$ cat src/rtl/ser_tx_pkg.sv
package ser_tx_pkg;

   typedef enum logic [2:0] {
      ST_IDLE,
      ST_START,
      ST_DATA,
      ST_PAR,
      ST_STOP
   } tx_state_t;

   typedef struct packed {
      logic       dlab;
      logic       brk;
      logic       stick;
      logic       even;
      logic       par_en;
      logic       two_stop;
      logic [1:0] wsel;
   } lcr_t;

   localparam logic [2:0] OFF_DATA  = 3'd0;
   localparam logic [2:0] OFF_DIVHI = 3'd1;
   localparam logic [2:0] OFF_LCR   = 3'd3;
   localparam logic [2:0] OFF_STAT  = 3'd5;

   localparam logic [7:0] LCR_RESET = 8'h03;

endpackage

$ cat src/rtl/ser_tx_regs.sv
module ser_tx_regs
   import ser_tx_pkg::*;
#(
   parameter int DIV_W  = 16,
   parameter int ADDR_W = 3
) (
   input  logic              clk,
   input  logic              rst_n,
   input  logic              bus_wr,
   input  logic [ADDR_W-1:0] bus_addr,
   input  logic [7:0]        bus_wdata,
   output lcr_t              lcr_q,
   output logic [DIV_W-1:0]  div_q,
   output logic              thr_wr,
   output logic [7:0]        thr_data
);

   localparam int HI_W = DIV_W - 8;

   generate
      if (DIV_W <= 8 || DIV_W > 16) begin : g_bad_div
         $error("DIV_W must be 9..16");
      end
      if (ADDR_W < 3) begin : g_bad_addr
         $error("ADDR_W must be at least 3");
      end
   endgenerate

   logic sel_data, sel_hi, sel_lcr;

   always_comb begin
      sel_data = bus_wr && (bus_addr == ADDR_W'(OFF_DATA));
      sel_hi   = bus_wr && (bus_addr == ADDR_W'(OFF_DIVHI));
      sel_lcr  = bus_wr && (bus_addr == ADDR_W'(OFF_LCR));
      thr_wr   = sel_data && !lcr_q.dlab;
      thr_data = bus_wdata;
   end

   always_ff @(posedge clk) begin
      if (!rst_n) begin
         lcr_q <= lcr_t'(LCR_RESET);
         div_q <= '0;
      end else begin
         if (sel_lcr) lcr_q <= lcr_t'(bus_wdata);
         if (sel_data && lcr_q.dlab) div_q[7:0] <= bus_wdata;
         if (sel_hi && lcr_q.dlab) div_q[DIV_W-1:8] <= bus_wdata[HI_W-1:0];
      end
   end

endmodule

$ cat src/rtl/ser_tx_baud.sv
module ser_tx_baud #(
   parameter int DIV_W = 16
) (
   input  logic             clk,
   input  logic             rst_n,
   input  logic             ref_tick,
   input  logic             run,
   input  logic [DIV_W-1:0] div,
   output logic             os_tick
);

   logic [DIV_W-1:0] cnt_q;
   logic [DIV_W-1:0] reload;
   logic             div_zero;

   always_comb begin
      div_zero = (div == '0);
      reload   = div_zero ? '0 : div - 1'b1;
      os_tick  = run && ref_tick && !div_zero && (cnt_q == '0);
   end

   always_ff @(posedge clk) begin
      if (!rst_n || !run) begin
         cnt_q <= '0;
      end else if (ref_tick) begin
         if (cnt_q == '0 || cnt_q >= div) cnt_q <= reload;
         else                             cnt_q <= cnt_q - 1'b1;
      end
   end

   assert_tick_needs_ref_R8: assert property (@(posedge clk) disable iff (!rst_n)
      !ref_tick |-> !os_tick);

endmodule

$ cat src/rtl/ser_tx_frame.sv
module ser_tx_frame
   import ser_tx_pkg::*;
#(
   parameter int OS_RATE   = 16,
   parameter bit STICKY_EN = 1'b1
) (
   input  logic       clk,
   input  logic       rst_n,
   input  logic       os_tick,
   input  logic       thr_wr,
   input  logic [7:0] thr_data,
   input  lcr_t       lcr_q,
   output logic       txd,
   output logic       hold_empty,
   output logic       shift_empty,
   output logic       busy
);

   localparam int SUB_W = $clog2(2 * OS_RATE);
   localparam logic [SUB_W-1:0] LAST_ONE  = SUB_W'(OS_RATE - 1);
   localparam logic [SUB_W-1:0] LAST_HALF = SUB_W'(OS_RATE + OS_RATE / 2 - 1);
   localparam logic [SUB_W-1:0] LAST_TWO  = SUB_W'(2 * OS_RATE - 1);

   generate
      if (OS_RATE < 4 || (OS_RATE & (OS_RATE - 1)) != 0) begin : g_bad_os
         $error("OS_RATE must be a power of two, at least 4");
      end
   endgenerate

   tx_state_t        state_q;
   logic [7:0]       thr_q, shreg_q;
   logic             thr_full_q;
   logic [SUB_W-1:0] sub_q, stop_last_q, stop_last_d;
   logic [2:0]       bidx_q, last_idx_q;
   logic             par_en_q, pbit_q;
   logic [3:0]       nbits;
   logic [7:0]       masked;
   logic             calc_par, pbit_d, bit_end;

   always_comb begin
      nbits = 4'd5 + {2'b00, lcr_q.wsel};
      for (int i = 0; i < 8; i++) masked[i] = thr_q[i] & (4'(i) < nbits);
      calc_par = lcr_q.even ? ^masked : ~^masked;
      if (!lcr_q.two_stop)        stop_last_d = LAST_ONE;
      else if (lcr_q.wsel == 2'b00) stop_last_d = LAST_HALF;
      else                        stop_last_d = LAST_TWO;
      bit_end = os_tick && (sub_q == LAST_ONE);
   end

   generate
      if (STICKY_EN) begin : g_sticky
         assign pbit_d = lcr_q.stick ? ~lcr_q.even : calc_par;
      end else begin : g_plain
         assign pbit_d = calc_par;
      end
   endgenerate

   always_ff @(posedge clk) begin
      if (!rst_n) begin
         state_q     <= ST_IDLE;
         thr_q       <= '0;
         thr_full_q  <= 1'b0;
         shreg_q     <= '0;
         sub_q       <= '0;
         bidx_q      <= '0;
         last_idx_q  <= '0;
         stop_last_q <= LAST_ONE;
         par_en_q    <= 1'b0;
         pbit_q      <= 1'b0;
      end else begin
         case (state_q)
            ST_IDLE: begin
               if (thr_full_q) begin
                  shreg_q     <= masked;
                  thr_full_q  <= 1'b0;
                  last_idx_q  <= 3'(nbits - 4'd1);
                  stop_last_q <= stop_last_d;
                  par_en_q    <= lcr_q.par_en;
                  pbit_q      <= pbit_d;
                  sub_q       <= '0;
                  state_q     <= ST_START;
               end
            end
            ST_START: begin
               if (os_tick) sub_q <= bit_end ? '0 : sub_q + 1'b1;
               if (bit_end) begin
                  bidx_q  <= '0;
                  state_q <= ST_DATA;
               end
            end
            ST_DATA: begin
               if (os_tick) sub_q <= bit_end ? '0 : sub_q + 1'b1;
               if (bit_end) begin
                  shreg_q <= shreg_q >> 1;
                  bidx_q  <= bidx_q + 1'b1;
                  if (bidx_q == last_idx_q) state_q <= par_en_q ? ST_PAR : ST_STOP;
               end
            end
            ST_PAR: begin
               if (os_tick) sub_q <= bit_end ? '0 : sub_q + 1'b1;
               if (bit_end) state_q <= ST_STOP;
            end
            default: begin
               if (os_tick) begin
                  if (sub_q == stop_last_q) begin
                     sub_q   <= '0;
                     state_q <= ST_IDLE;
                  end else begin
                     sub_q <= sub_q + 1'b1;
                  end
               end
            end
         endcase
         if (thr_wr) begin
            thr_q      <= thr_data;
            thr_full_q <= 1'b1;
         end
      end
   end

   logic line;
   always_comb begin
      case (state_q)
         ST_START: line = 1'b0;
         ST_DATA:  line = shreg_q[0];
         ST_PAR:   line = pbit_q;
         default:  line = 1'b1;
      endcase
      txd         = lcr_q.brk ? 1'b0 : line;
      hold_empty  = !thr_full_q;
      busy        = (state_q != ST_IDLE);
      shift_empty = !busy && !thr_full_q;
   end

   assert_bit_index_R2: assert property (@(posedge clk) disable iff (!rst_n)
      (state_q == ST_DATA) |-> (bidx_q <= last_idx_q));

   assert_sub_range_R8: assert property (@(posedge clk) disable iff (!rst_n)
      (state_q == ST_START || state_q == ST_DATA || state_q == ST_PAR)
         |-> (sub_q <= LAST_ONE));

   assert_stop_len_R5: assert property (@(posedge clk) disable iff (!rst_n)
      (state_q == ST_STOP) |-> (sub_q <= stop_last_q));

endmodule

$ cat src/rtl/ser_tx_line.sv
module ser_tx_line
   import ser_tx_pkg::*;
#(
   parameter int DIV_W     = 16,
   parameter int OS_RATE   = 16,
   parameter int ADDR_W    = 3,
   parameter bit STICKY_EN = 1'b1
) (
   input  logic              clk,
   input  logic              rst_n,
   input  logic              ref_tick,
   input  logic              bus_wr,
   input  logic [ADDR_W-1:0] bus_addr,
   input  logic [7:0]        bus_wdata,
   output logic [7:0]        bus_rdata,
   output logic              txd,
   output logic              hold_empty,
   output logic              shift_empty
);

   lcr_t             lcr_q;
   logic [DIV_W-1:0] div_q;
   logic             thr_wr, os_tick, busy;
   logic [7:0]       thr_data;

   ser_tx_regs #(.DIV_W(DIV_W), .ADDR_W(ADDR_W)) regs_i (
      .clk(clk), .rst_n(rst_n), .bus_wr(bus_wr), .bus_addr(bus_addr),
      .bus_wdata(bus_wdata), .lcr_q(lcr_q), .div_q(div_q),
      .thr_wr(thr_wr), .thr_data(thr_data)
   );

   ser_tx_baud #(.DIV_W(DIV_W)) baud_i (
      .clk(clk), .rst_n(rst_n), .ref_tick(ref_tick), .run(busy),
      .div(div_q), .os_tick(os_tick)
   );

   ser_tx_frame #(.OS_RATE(OS_RATE), .STICKY_EN(STICKY_EN)) frame_i (
      .clk(clk), .rst_n(rst_n), .os_tick(os_tick), .thr_wr(thr_wr),
      .thr_data(thr_data), .lcr_q(lcr_q), .txd(txd),
      .hold_empty(hold_empty), .shift_empty(shift_empty), .busy(busy)
   );

   always_comb begin
      bus_rdata = '0;
      case (bus_addr)
         ADDR_W'(OFF_DATA):  if (lcr_q.dlab) bus_rdata = div_q[7:0];
         ADDR_W'(OFF_DIVHI): if (lcr_q.dlab) bus_rdata = 8'(div_q >> 8);
         ADDR_W'(OFF_LCR):   bus_rdata = lcr_q;
         ADDR_W'(OFF_STAT):  bus_rdata = {1'b0, shift_empty, hold_empty, 5'b0};
         default:            bus_rdata = '0;
      endcase
   end

   assert_div_zero_stall_R9: assert property (@(posedge clk) disable iff (!rst_n)
      (busy && div_q == '0 && !lcr_q.brk) |=> (lcr_q.brk || $stable(txd)));

   assert_status_order_R10: assert property (@(posedge clk) disable iff (!rst_n)
      shift_empty |-> hold_empty);

   assert_start_low_R2: assert property (@(posedge clk) disable iff (!rst_n)
      $fell(shift_empty) |=> (lcr_q.brk || !txd));

   assert_dlab_no_queue_R7: assert property (@(posedge clk) disable iff (!rst_n)
      (bus_wr && bus_addr == ADDR_W'(OFF_DATA) && lcr_q.dlab && hold_empty)
         |=> hold_empty);

endmodule

$ cat config.mk
export PLATFORM = sky130hd
export DESIGN_NAME = ser_tx_line
export DESIGN_NICKNAME = d
export VERILOG_FILES = /design/src/rtl/ser_tx_pkg.sv /design/src/rtl/ser_tx_regs.sv /design/src/rtl/ser_tx_baud.sv /design/src/rtl/ser_tx_frame.sv /design/src/rtl/ser_tx_line.sv
export SDC_FILE = /design/constraint.sdc
export NUM_CORES = 1
export LEC_CHECK = 0
export BUFFER_PORTS_ARGS = -buffer_cell sky130_fd_sc_hd__buf_2
export CORE_UTILIZATION = 60
export DETAILED_ROUTE_END_ITERATION = 10
export HOLD_SLACK_MARGIN = 0.1
export PLACE_DENSITY_LB_ADDON = 0.12
export SETUP_SLACK_MARGIN = 0.4
export SYNTH_ARGS = -nofsm -noshare
export SYNTH_HDL_FRONTEND = slang
export SYNTH_SLANG_ARGS = --single-unit
$ cat constraint.sdc
create_clock -name clk -period 2.9 [get_ports clk]
set_clock_uncertainty 0.15 [all_clocks]
set_input_delay 0.145 -clock clk [delete_from_list [all_inputs] [get_ports clk]]
set_output_delay 0.145 -clock clk [all_outputs]
set_load 0.005 [all_outputs]
; ---- Word-level counts from Yosys, hierarchy flattened
; Cells that the tools add are included.
[word_totals]
reg_bits = 78
latchBits = 0
ramBits = 0
mem_bits_ro = 0
input_bits = 15
output_inout_bits = 11
memories = 0
[classes]
addsub = 6
multipliers = 0
div_mod_pow = 0
n_lt_le_gt_ge = 9
eq_ne = 15
shift = 0
muxes = 34
bitwise = 9
reduce_logical = 38
[ops]
columns = op, n
row1 = $logic_not A16 Y1, 2
row2 = $mux W16, 2
row3 = $mux W8, 4
row4 = $pmux W8 S4, 1
row5 = $sub A16 B1 Y16 const B, 2
row6 = $mux W3, 10
row7 = $mux W5, 6
row8 = $ge A16 B16 Y1, 1
row9 = $lt A3 B4 Y1 const A, 4
row10 = $pmux W8 S2, 1
row11 = $ne A2 B1 Y1 const B, 6
row12 = $pmux W3 S4, 1
row13 = $logic_and A1 B1 Y1, 11
row14 = $pmux W5 S2, 1
row15 = $reduce_bool A5 Y1, 2
row16 = $eq A3 B2 Y1 const B, 3
row17 = $reduce_and A3 Y1, 3
row18 = $and A1 B1 Y1, 8
row19 = $lt A1 B4 Y1 const A, 2
row20 = $lt A2 B4 Y1 const A, 2
row21 = $reduce_bool A2 Y1, 4
row22 = $reduce_xnor A8 Y1, 1
row23 = $reduce_xor A8 Y1, 1
row24 = $reduce_and A7 Y1, 1
row25 = 21 further kinds, 32

; ---- Logic depth before layout (Yosys ltp)
[depth]
depth_word = 8
depth_mapped = 11
depth_no_buf = 9

; ---- Cells and area by module
; From an unflattened synthesis, not the netlist that was laid out.
[unflattened]
hier_cells = 611
area_unflattened_um2 = 4874.7
[modules_own_cells]
columns = module, n_inst, cells_each, area_per_inst_um2, seq_area_each_um2
row1 = ser_tx_frame, 1, 221, 1851.8, 700.7
row2 = ser_tx_baud, 1, 248, 1799.2, 320.3
row3 = ser_tx_regs, 1, 108, 991.0, 480.5
row4 = ser_tx_line, 1, 34, 232.7, 0.0

; ---- Worst setup path before layout
; OpenSTA, ideal clock, no wires.
[synth_timing]
path_kind = register to register
from = register baud_i.cnt_q[0]
to = register baud_i.cnt_q[15]
t_arrival_ns = 2.434
t_required_ns = 2.675
slack_ns = 0.242
stages_incl_launch_ff = 10
period_less_slack_ns = 2.658
cell_sequence = dfxtp_1 -> inv_1 -> ha_1 -> nand2b_1 -> a2111o_1 -> a311oi_1 -> and2_0 -> buf_2 -> mux2_1 -> o22ai_1
[synth_between]
elab_chain_len = 3
word_cells_on_any_way = 5
classes_between = add/sub: 1 / order compare: 1 / mux: 1 / reduce/logical: 2
[synth_lines]
columns = item, line_no
row1 = "start, declared", ser_tx_baud.sv:12  ; logic [DIV_W-1:0] cnt_q;
row2 = "start signal, assigned", ser_tx_baud.sv:26  ; if (cnt_q == '0 || cnt_q >= div) cnt_q <= reload;
row3 = "start signal, assigned", ser_tx_baud.sv:27  ; else cnt_q <= cnt_q - 1'b1;
row4 = $ge A16 B16 Y1 or $logic_not A16 Y1 (tied branches), ser_tx_baud.sv:26
row5 = $logic_or A1 B1 Y1, ser_tx_baud.sv:26
row6 = $mux W16 (*), ser_tx_baud.sv:26
; Every way passes the cells marked *; elsewhere a longest branch is shown, timed or not.
; A chain may end at the register's enable or synchronous reset.

; ---- Worst setup path after layout
[layout_timing]
from = register baud_i.cnt_q[7]
to = register baud_i.cnt_q[13]
; Same word-level chain as after synthesis.

==> reports/summary.md <==
Die
• **die span in x** 90.91 um
• **ports placed on the boundary** 26
• **die area** 0.008265 mm2
• **number of placement rows** 32
• **starting density of the core** 61.70%
• **core footprint** 0.007687 mm2
• **vertical extent of the die** 90.91 um

GRT
• **Tot GR Track Use** 31.14%
• **number of antenna violations at the first check in global routing** 0
• **vias in the first global route** 4,175
• **GR Overflow Total** 0
• **wire length of the first global-routing pass** 20,530 um
• **largest net degree at the start of global routing** 52

Power
• **Power Total** 0.002097 W
• **Leak** 2.321 nW
• **power per cell area** 368.7 mW/mm2
• **maximum vdd ir drop** 0.0004155 V

Timing
• **highest clock rate** 404.7 MHz
• **pin slew with the least headroom to its limit** 621.5 ps
• **smallest setup slack after layout** 429.1 ps
• **final-report hold violation count** 0
• **count of endpoints failing setup in the final report** 0
• **Final Cycle Share** 85.21%
• **setup repair after global routing missed its margin** true
• **Slew HR** 58.57%
• **worst hold-check slack** 167.5 ps
• **setup tns final** 0 ps
• **Slew Viols, Final** 0
• **post-layout minimum cycle time** 2471 ps

Clocking
• **post-CTS clock slew at the launch and capture registers of the worst setup and hold paths** 80 ps
• **clk sinks** 75
• **worst-skew pair later-pin latency** 350 ps
• **CTS HTree Levels** 3
• **CTS max path bufs** 2
• **clock buffers created by TritonCTS** 9
• **library cell used as clock root buffer** clkbuf_8
• **TritonCTS clock tree** yes

Route
• **DR WL met2** 5923 um
• **DR iter-0 viols** 348
• **final wirelength** 13,000 um
• **number of design rule violations left after detail routing** 0
• **routed wire length on met3** 830 um
• **uppermost signal routing layer after detailed routing** met4
• **number of nets with antenna violations after routing** 0
• **detailed-route wire length on metal 1** 5856 um
• **Avg Vias per Cell** 6.098
• **number of vias in the routed layout** 4,561
• **WL/cell** 17.38 um
• **router iterations before antenna repair** 6

Synth
• **post-synthesis sequential area ratio** 31.65%
• **synthesized-area fraction occupied by ao, oa, aoi and oai cells** 15.83%
• **ys flop type** dfxtp_1
• **Syn Area/Cell** 8.081 um2
• **Mapped Cells** 587
• **post-synthesis share of cell area spent on xor and xnor gates** 4.537%
• **flip-flop and latch count after synthesis** 75
• **adder-cell share of the synthesized area** 6.331%
• **Post-synth EDFFs** 0
• **total nets after synthesis** 626
• **simple-gate area share of the yosys netlist** 28.38%
• **main combinational cell family by area after synthesis** simple AND/OR/NAND/NOR gates
• **synth warn** 0
• **Post-Synthesis Cell Area** 0.004743 mm2
• **share of cell area taken by muxes after synthesis** 8.547%
• **count of unique library cells instantiated by Yosys** 67
• **proportion of synthesized flip-flops having asynchronous set or reset** 0%

Placement
• **worst-case setup slack after placement** 189.4 ps
• **number of buffers inserted by port buffering** 25
• **placer's final routability congestion estimate** 0.9156
• **half-perimeter wire length after detailed placement** 8855 um

Setup path
• **max incr delay on CP** 550 ps
• **CP endpoint kind** flop
• **Buffers & Inverters on Critical Path** 0
• **critical path cell sequence** or4_4 > or3_4 > nor3_2 > mux2_2 > a22oi_1 > a21oi_1
• **family of cells with the greatest summed delay on the critical path** simple AND/OR/NAND/NOR gates
• **Reg2Reg Setup Slack** 430 ps
• **required time of the critical path** 2980 ps
• **CP Launch Type** flop
• **critical-path cell with the highest stage delay** or4_4
• **crit path DAT** 2550 ps
• **kind of critical path** flop to flop
• **largest fanout on the critical path** 5

Cells and area
• **commonest non-fill, non-tap cell in the layout** nand2_1
• **layout cells sized above 1** 20.59%
• **area growth from synthesis to layout** 19.89%
• **area used by multi-input combinational logic** 0.003183 mm2
• **most frequent cells in the layout** 84 x nand2_1, 57 x dfxtp_1, 38 x buf_4
• **antenna diode count** 0
• **count of nets after finishing** 681
• **area taken by flip-flops and latches** 0.001536 mm2
• **fillcell total** 583

Status
• **run status** completed

Min path
• **worst hold-check path type** input port to flop

Job
• **number of max-capacitance violations reported** 0

==> synth_stat cells (6+ instances only) <==
master / number / share of area (%)
a21boi_0: 17 / 2.7
a21oi_1: 22 / 2.3
a31oi_1: 9 / 1.2
and3_1: 6 / 0.79
clkbuf_1: 22 / 1.7
dfxtp_1: 75 / 32
ha_1: 24 / 6.3
inv_1: 27 / 2.1
mux2i_1: 36 / 7.6
nand2_1: 85 / 6.7
nand2b_1: 6 / 0.79
nand3_1: 27 / 2.8
nand4_1: 9 / 1.2
nor2_1: 29 / 2.3
nor2b_1: 31 / 4.1
nor3_1: 10 / 1.1
nor3b_1: 6 / 0.95
nor4_1: 12 / 1.6
o211a_1: 7 / 1.5
o21ai_0: 29 / 3.1
xnor2_1: 20 / 3.7
==> final cells by class <==
class                      instances  area share (%)
clock buffer                       9           2.178
multi-input combinational        455           55.97
inverter                          27           1.826
sequential                        75           27.02
clock inverter                     6           1.584
tap                              102           2.244
timing repair buffer              74           9.175
==> per-stage QoR <==
| stage | utilization [%] | cells | cell area [um2] |
|---|---|---|---|
| 3_3_place_gp | 65.63 | 706 | 5045 |
| 4_1_cts | 70.93 | 737 | 5453 |
| 5_1_grt | 73.97 | 748 | 5687 |
| 2_1_floorplan | - | 587 | 4750 |
| 6_report | 73.97 | 748 | 5687 |
| 3_5_place_dp | 65.63 | 706 | 5045 |
==> where the power goes <==
group	switching, W	internal [W]
Sequential	0.00000866	0.00103
Combinational	0.0000833	0.0000663
Clock	0.000422	0.000483
==> what timing repair did <==
| item | 4_1_cts | 5_1_grt |
|---|---|---|
| gates resized for setup | 16 | 38 |
| buffers inserted | 6 | 11 |
| endpoints found under the hold margin | 44 | 0 |
| pin swaps | 2 | 13 |
| hold buffers | 10 | 0 |
| setup endpoints to repair | 18 | 28 |
==> worst paths after layout <==
kind / from / endpoint / depth (start not counted)
setup / recovery: baud_i.cnt_q[7] / baud_i.cnt_q[13] / 6
hold / removal: bus_wr / regs_i.lcr_q[0] / 4
setup reg to reg: baud_i.cnt_q[7] / baud_i.cnt_q[13] / 6
hold reg to reg: frame_i.last_idx_q[0] / frame_i.last_idx_q[0] / 2
==> tightest hold or removal path, delay by kind of cell <==
kind / cells / cell delay [ps]
buffers and inverters: 1 / 120
AND/OR/NAND/NOR: 3 / 360
==> kinds of logic after synthesis <==
logic type | after synthesis
simple gates | 254
compound gates | 114
flops | 75
buf+inv | 57
mux | 40
fa+ha+maj | 24
xor+xnor | 23
==> per-layer routing <==
metal | vias up | global-route usage [%]
met5 | - | 0
met4 | 0 | 15.08
met3 | 35 | 4.714
met2 | 212 | 48.48
met1 | 2127 | 42.09
li1 | 2187 | -
==> registers in the layout, summed over array words and instances, names as in the netlist, 2 cells and up <==
signal and cells:
frame_i.sub_q 5, baud_i.cnt_q 16, frame_i.shreg_q 8, frame_i.stop_last_q 2, regs_i.div_q 16, frame_i.bidx_q 3, frame_i.last_idx_q 3, frame_i.state_q 3
frame_i.thr_q 8, regs_i.lcr_q 8
(Power assumes the default switching activity.)
